`src/rtl/paper_feed_pkg.sv`:
```
package paper_feed_pkg;
  typedef enum logic {
    FEED_SPACE = 1'b0,
    FEED_SKIP  = 1'b1
  } feed_mode_e;
endpackage

```
`src/rtl/pf_tick_timer.sv`:
```
module pf_tick_timer #(
  parameter int unsigned TICKS = 4
) (
  input  logic clk_i,
  input  logic rst_ni,
  input  logic load_i,
  input  logic tick_i,
  output logic expire_o
);
  localparam int unsigned CW = $clog2(TICKS + 1);
  localparam logic [CW-1:0] LOAD_VAL = CW'(TICKS);
  localparam logic [CW-1:0] LAST_VAL = CW'(1);

  logic [CW-1:0] cnt_q;

  always_ff @(posedge clk_i or negedge rst_ni) begin
    if (!rst_ni)                     cnt_q <= '0;
    else if (load_i)                 cnt_q <= LOAD_VAL;
    else if (tick_i && cnt_q != '0)  cnt_q <= cnt_q - 1'b1;
  end

  // a reload masks the expiry it would otherwise coincide with
  assign expire_o = !load_i && tick_i && (cnt_q == LAST_VAL);
endmodule

```
`src/rtl/pf_run_ctl.sv`:
```
module pf_run_ctl
  import paper_feed_pkg::*;
(
  input  logic clk_i,
  input  logic rst_ni,
  input  logic start_i,
  input  logic skip_i,
  input  logic stop_i,
  input  logic clear_i,
  input  logic fc_exp_i,
  input  logic space_exp_i,
  input  logic wd_exp_i,
  output logic run_o,
  output logic fc_o,
  output logic err_o
);
  feed_mode_e mode_q;
  logic run_q, fc_q, err_q;
  logic err_set, run_end;

  assign err_set = wd_exp_i && run_q && !start_i;
  assign run_end = err_set || stop_i || (space_exp_i && mode_q == FEED_SPACE);

  always_ff @(posedge clk_i or negedge rst_ni) begin
    if (!rst_ni) begin
      mode_q <= FEED_SPACE;
      run_q  <= 1'b0;
      fc_q   <= 1'b0;
      err_q  <= 1'b0;
    end else begin
      if (start_i) mode_q <= feed_mode_e'(skip_i);

      if (start_i)      run_q <= 1'b1;
      else if (run_end) run_q <= 1'b0;

      if (start_i)       fc_q <= 1'b0;
      else if (fc_exp_i) fc_q <= 1'b1;

      if (err_set)      err_q <= 1'b1;
      else if (clear_i) err_q <= 1'b0;
    end
  end

  assign run_o = run_q;
  assign fc_o  = fc_q;
  assign err_o = err_q;
endmodule

```
`src/rtl/paper_feed_guard.sv`:
```
module paper_feed_guard #(
  parameter int unsigned FC_TICKS    = 3,
  parameter int unsigned SPACE_TICKS = 32,
  parameter int unsigned WD_TICKS    = 4000
) (
  input  logic clk_i,
  input  logic rst_ni,
  input  logic tick_i,
  input  logic start_feed_i,
  input  logic skip_i,
  input  logic stop_feed_i,
  input  logic clear_i,
  output logic run_o,
  output logic fast_charge_o,
  output logic feed_err_o,
  output logic halt_o
);
  localparam int NUM_TMR = 3;
  localparam int unsigned TMR_TICKS [NUM_TMR] = '{FC_TICKS, SPACE_TICKS, WD_TICKS};

  logic               start_acc;
  logic [NUM_TMR-1:0] tmr_exp;
  logic               err;

  assign start_acc = start_feed_i && !err;

  for (genvar g = 0; g < NUM_TMR; g++) begin : g_tmr
    pf_tick_timer #(.TICKS(TMR_TICKS[g])) i_tmr (
      .clk_i   (clk_i),
      .rst_ni  (rst_ni),
      .load_i  (start_acc),
      .tick_i  (tick_i),
      .expire_o(tmr_exp[g])
    );
  end

  pf_run_ctl i_ctl (
    .clk_i      (clk_i),
    .rst_ni     (rst_ni),
    .start_i    (start_acc),
    .skip_i     (skip_i),
    .stop_i     (stop_feed_i),
    .clear_i    (clear_i),
    .fc_exp_i   (tmr_exp[0]),
    .space_exp_i(tmr_exp[1]),
    .wd_exp_i   (tmr_exp[2]),
    .run_o      (run_o),
    .fc_o       (fast_charge_o),
    .err_o      (err)
  );

  assign feed_err_o = err;
  assign halt_o     = err;
endmodule

```
`config.mk`:
```
export PLATFORM = sky130hd
export DESIGN_NAME = paper_feed_guard
export DESIGN_NICKNAME = d
export VERILOG_FILES = /design/src/rtl/paper_feed_pkg.sv /design/src/rtl/pf_tick_timer.sv /design/src/rtl/pf_run_ctl.sv /design/src/rtl/paper_feed_guard.sv
export SDC_FILE = /design/constraint.sdc
export NUM_CORES = 1
export LEC_CHECK = 0
export ABC_AREA = 1
export BUFFER_PORTS_ARGS = -buffer_cell sky130_fd_sc_hd__buf_4
export CORE_ASPECT_RATIO = 1.2
export CORE_MARGIN = 4
export CORE_UTILIZATION = 59
export CTS_CLUSTER_SIZE = 25
export DETAILED_ROUTE_END_ITERATION = 16
export PLACE_DENSITY = 0.78
export SLEW_MARGIN = 20
export SYNTH_ARGS = -nofsm -noshare
export SYNTH_HDL_FRONTEND = slang
export SYNTH_SLANG_ARGS = --single-unit
```
`constraint.sdc`:
```
create_clock -name clk_i -period 2 [get_ports clk_i]
set_input_delay 0.4 -clock clk_i [delete_from_list [all_inputs] [get_ports clk_i]]
set_output_delay 0.4 -clock clk_i [all_outputs]
set_load 0.01 [all_outputs]
```
==> results of run 1 <==
-- cells in the final DEF, fill, tap and decap left out, drive strengths merged --
cell / instances
a21oi: 4
nand2: 47
nor2: 27
nor3: 3
buf: 10
o22ai: 2
a22o: 1
dlygate4sd3: 1
xor2: 2
o21ai: 15
clkbuf: 3
inv: 24
nand4: 6
dfrtp: 24
and2: 1
nand3: 27
bufinv: 1
ha: 8
-- stage by stage --
stage               util, %  hold slack, ps  total power (W)  std cells  cell area (um^2)
CTS                    69.3             242          0.00135        237              1620
floorplan                 -             104         0.000895        195              1470
detailed placement     66.6             316         0.000996        232              1550
global placement       66.6             311         0.000975        232              1550
finish                 69.3             247          0.00135        237              1620
global route           69.3             223          0.00145        237              1620
-- Yosys cell counts --
cell | number | area share, %
and2_1 | 1 | 0.43
ha_1 | 8 | 6.8
nand2_4 | 1 | 0.77
o22ai_1 | 2 | 0.85
nor2_1 | 23 | 5.9
clkbuf_1 | 2 | 0.51
buf_6 | 1 | 0.77
inv_1 | 19 | 4.9
o21ai_2 | 4 | 2.4
nand3_1 | 27 | 9.2
nor2_4 | 1 | 0.77
buf_4 | 1 | 0.51
xor2_1 | 2 | 1.2
nand2_1 | 44 | 11
nor2_2 | 3 | 1.3
o21ai_0 | 3 | 1.0
o21ai_1 | 8 | 2.7
a22o_1 | 1 | 0.60
nand2_2 | 2 | 0.85
nand4_1 | 6 | 2.6
a21oi_1 | 4 | 1.4
inv_2 | 5 | 1.3
dfrtp_1 | 24 | 41
nor3_1 | 3 | 1.0
-- per-layer routing --
metal | wire length, um | up-vias | track usage (%)
met2 | 1640 | 33 | 37.1
met3 | 124 | 5 | 3.10
met4 | 50 | 0 | 8.63
met1 | 1400 | 632 | 28.0
li1 | - | 657 | -
met5 | 0 | - | 0
-- power groups by stage --
stage | registers, W | logic (W) | clock network [W]
after floorplan | 0.000608 | 0.000286 | 0
after global placement | 0.000620 | 0.000355 | 0
after detailed placement | 0.000624 | 0.000372 | 0
after CTS | 0.000614 | 0.000377 | 0.000360
after global routing | 0.000627 | 0.000436 | 0.000389
final | 0.000617 | 0.000378 | 0.000355
-- final cells by class --
class	count	area [um^2]	area share [%]
Clock buffer	3	22.5	1.39
Clock inverter	1	30.0	1.86
Inverter	24	90.1	5.58
Multi-Input combinational cell	143	748	46.3
Sequential cell	24	601	37.2
Tap cell	31	38.8	2.40
Timing Repair Buffer	11	85.1	5.27
-- worst max path at each step --
stage | to | cells after the start | slack [ps] | startpoint
floorplan | g_tmr[2].i_tmr.cnt_q[7] | 10 | 540 | g_tmr[2].i_tmr.cnt_q[0]
finish | g_tmr[2].i_tmr.cnt_q[7] | 9 | 290 | g_tmr[2].i_tmr.cnt_q[0]
detailed placement | g_tmr[2].i_tmr.cnt_q[7] | 9 | 340 | g_tmr[2].i_tmr.cnt_q[0]
global placement | g_tmr[2].i_tmr.cnt_q[7] | 9 | 380 | g_tmr[2].i_tmr.cnt_q[0]
CTS | g_tmr[2].i_tmr.cnt_q[7] | 9 | 310 | g_tmr[2].i_tmr.cnt_q[0]
global route | g_tmr[2].i_tmr.cnt_q[5] | 9 | 180 | g_tmr[2].i_tmr.cnt_q[0]
-- critical path: stages, from the launching register on --
cell	delay, ps
dfrtp_1	450
inv_1	190
ha_1	180
nand2_1	60
nor2_2	110
nand2_2	100
nand2_4	140
nand2_2	190
nand2_1	140
o21ai_2	50
-- registers in the layout, indices dropped and copies added, names as in the netlist --
register	flops
i_ctl.run_o	1
i_ctl.fc_o	1
g_tmr.i_tmr.cnt_q	20
i_ctl.mode_q	1
i_ctl.err_o	1
-- cells by family after synthesis --
kind of cell,Yosys count
flops,24
xor+xnor,2
fa+ha+maj,8
compound gates,22
simple gates,111
buf+inv,28
-- what timing repair did --
action | 4_1_cts | 5_1_grt
endpoints found under the setup margin | 0 | 0
hold buffers | 1 | 0
endpoints found under the hold margin | 24 | 0
==> qor.yml, run 1 <==
grt_use_total_pct: 22.2
max_freq_mhz: 584
path_max_fanout: 12
ys_types: 24
num_antenna_cells: 0
maxCapViolCount: 0
synth.ff_latch_count: 24
drtIter0Drc: 48
drc: 0
synthCells: 195
clkLatencyLatePin_ps: 320
grt_pass1_wl_um: 5700
r2r_slack_ps: 290
die_x_um: 53.5
p_int_w: 0.000884
cts_root_buf: "clkbuf_4"
cts_buffers: 3
postCtsSetupBuffers: 0
status: "complete, no violations"
fin_crit_ps: 1710
grt_max_degree: 25
startpoint_type: "flip-flop"
worstMarginPinSlew_ps: 430
rsz0062_at_grt: "no"
cp.arrival_ps: 1940
crit_path_end_kind: "flip-flop"
vias_per_cell: 5.60
drt-wirelength-per-cell_um: 13.6
antenna_found_initial: 0
pwr-share-comb_pct: 28.0
dp_hpwl_um: 2400
path_clk_slew_ps: 130
start_util_pct: 62.9
p_switching_w: 0.000467
die-area_mm2: 0.00335
synth-simple-area-share_pct: 34.1
switching_share_pct: 34.6
grt_pass1_vias: 1338
port_buffers: 10
ys_warn_count: 0
synth_top_family_by_area: "simple AND/OR/NAND/NOR gates"
synthToLayoutAreaGrowth_pct: 10.2
cts.path.max_buffers: 2
setup_violations: 0
p_leak_nw: 0.819
finalNetCount: 222
fin_skew_ps: 2.82
vias: 1327
cts_resized: 0
crit_required_ps: 2230
synth_mux_area_share_pct: 0
peakVddDrop_mv: 0.693
finalWirelength_um: 3210
setup_tns_ps: 0
coreArea_mm2: 0.00233
drive_gt1_share_pct: 14.6
fin_ws_ps: 287
hold_path_depth: 2
synth_compound_area_share_pct: 8.97
clock_power_share_pct: 26.3
syn_nets: 210
slew_viol_final: 0
synth_xor_area_share_pct: 1.20
max_slew_margin_pct: 71.3
floorplan.rows: 19
die_h_um: 62.6
seq_power_share_pct: 45.7
min_path_type: "input pin to flip-flop"
crit_type: "flip-flop to flip-flop"
min-delay-start: "clear_i"
synth_fa_ha_area_share_pct: 6.83
ant_nets: 0
r2r-start: "g_tmr[2].i_tmr.cnt_q[0]"
grt.overflow.total: 0
r2r-end: "g_tmr[2].i_tmr.cnt_q[7]"
powerDensity_mw_per_mm2: 836
cts_tree: "built"
whs_endpoint: "i_ctl.err_o"
netlist_area_mm2: 0.00147
dp_slack_ps: 344
fillers: 197
firstDrtPassIters: 4
fin_crit_sh_pct: 85.6
ys_seq_area_share_pct: 41.0
ios: 11
htreeDepth: 1
worstRegToRegCells: 9
cts_sinks: 24
gp_congestion: 0.884
hold_viol_final: 0
avgSynthCellArea_um2: 7.51
Note: power is estimated with default switching activity, not from simulation.
==> run 2: changes to the inputs <==
--- a/config.mk
+++ b/config.mk
@@ -9,10 +9,11 @@
 export BUFFER_PORTS_ARGS = -buffer_cell sky130_fd_sc_hd__buf_4
 export CORE_ASPECT_RATIO = 1.2
 export CORE_MARGIN = 4
-export CORE_UTILIZATION = 59
+export CORE_UTILIZATION = 62
+export CTS_BUF_LIST = sky130_fd_sc_hd__clkbuf_4 sky130_fd_sc_hd__clkbuf_8
 export CTS_CLUSTER_SIZE = 25
 export DETAILED_ROUTE_END_ITERATION = 16
-export PLACE_DENSITY = 0.78
+export PLACE_DENSITY = 0.82
 export SLEW_MARGIN = 20
 export SYNTH_ARGS = -nofsm -noshare
 export SYNTH_HDL_FRONTEND = slang
==> qor.yml, run 2 (synthesis results as in run 1) <==
status: "complete, no violations"
rsz0062_at_grt: "no"
met3_length_um: 65
path_max_fanout: 12
drive_gt1_share_pct: 14.6
drc: 0
antenna_found_initial: 0
htreeDepth: 1
start_util_pct: 64.2
startpoint_type: "flip-flop"
fillers: 207
p_leak_nw: 0.819
die_h_um: 61.3
cts_sinks: 24
drt-wirelength-per-cell_um: 13.0
post-route-util_pct: 70.8
grt_use_total_pct: 22.2
instances_no_fill: 237
cts_tree: "built"
fin_skew_ps: 4.56
multi_input_area_um2: 748
vias_per_cell: 5.51
maxCapViolCount: 0
finalNetCount: 222
hold_buffers: 1
synthToLayoutAreaGrowth_pct: 10.2
cts_buffers: 3
layout_commonest_cell: "nand2_1"
largest_reg_flops: 20
grt_max_degree: 25
path_clk_slew_ps: 130
die_x_um: 52.4
hold_slack_ps: 240
setup_tns_ps: 0
port_buffers: 10
dpl_cell_area_mm2: 0.00155
placed_cells: 232
hold_viol_final: 0
slew_viol_final: 0
ant_nets: 0
num_antenna_cells: 0
finalWirelength_um: 3080
regMostFlops: "g_tmr.i_tmr.cnt_q"
max_slew_margin_pct: 74.1
fin_crit_sh_pct: 84.4
cp.arrival_ps: 1910
vias: 1307
worstRegToRegCells: 9
finalInstanceArea_mm2: 0.00162
crit_path_end_kind: "flip-flop"
ios: 11
max_freq_mhz: 592
floorplan.rows: 19
wl_met2_um: 1690
setup_violations: 0
drt-met1-wl_um: 1280
seq_area_um2: 601
clkLatencyLatePin_ps: 320
crit_type: "flip-flop to flip-flop"
dp_hpwl_um: 2340
crit_required_ps: 2230
cts_root_buf: "clkbuf_4"
fin_crit_ps: 1690
coreArea_mm2: 0.00228
drtIter0Drc: 28
grt.overflow.total: 0
grt_pass1_wl_um: 5350
cts_resized: 0
grt_pass1_vias: 1320
cts.path.max_buffers: 2
powerDensity_mw_per_mm2: 832
firstDrtPassIters: 4
top_signal_layer_used: "met4"
postCtsSetupBuffers: 0
die-area_mm2: 0.00321
gp_congestion: 0.937
peakVddDrop_mv: 0.582
min_path_type: "input pin to flip-flop"
hold_path_depth: 2
worstMarginPinSlew_ps: 387
final_cell_mix: "nand2_1, nand3_1, dfrtp_1"
[run 2: layer usage]
metal  vias to the layer above  GRT usage [%]
met1                       624           23.4
met4                         0           11.7
met3                         5           2.66
li1                        656              -
met2                        22           42.6
met5                         -              0
[run 2: cell type report]
class	instances	share of cell area, %
clock inverter	1	1.86
tap	31	2.40
clock buffer	3	1.39
inverter	24	5.58
sequential	24	37.2
timing repair buffer	11	5.27
multi-input combinational	143	46.3
[run 2: final timing paths]
kind / from / end / slack (ps)
max reg2reg: g_tmr[2].i_tmr.cnt_q[0] / g_tmr[2].i_tmr.cnt_q[7] / 310
max: g_tmr[2].i_tmr.cnt_q[0] / g_tmr[2].i_tmr.cnt_q[7] / 310
max in group asynchronous: rst_ni / g_tmr[1].i_tmr.cnt_q[0] / 1270
min in group asynchronous: rst_ni / g_tmr[2].i_tmr.cnt_q[11] / 500
min reg2reg: i_ctl.mode_q / i_ctl.mode_q / 500
min: clear_i / i_ctl.err_o / 240
[run 2: report_power, final]
group / total [W] / internal, W / switching (W)
Clock: 0.000353 / 0.000203 / 0.000151
Combinational: 0.000374 / 0.000131 / 0.000243
Sequential: 0.000616 / 0.000549 / 0.0000677
Total: 0.00134 / 0.000883 / 0.000462
[run 2: metrics by stage]
| step | power (W) | setup slack, ps |
|---|---|---|
| after CTS | 0.00135 | 321 |
| after global placement | 0.000978 | 435 |
| final | 0.00134 | 312 |
| after floorplan | 0.000895 | 543 |
| after detailed placement | 0.000993 | 348 |
| after global routing | 0.00143 | 174 |
[run 2: critical path: stages (launching register included)]
cell,delay (ps)
dfrtp_1,450
inv_1,180
ha_1,170
nand2_1,60
nor2_2,110
nand2_2,100
nand2_4,140
nand2_2,180
nand2_1,140
o21ai_2,60
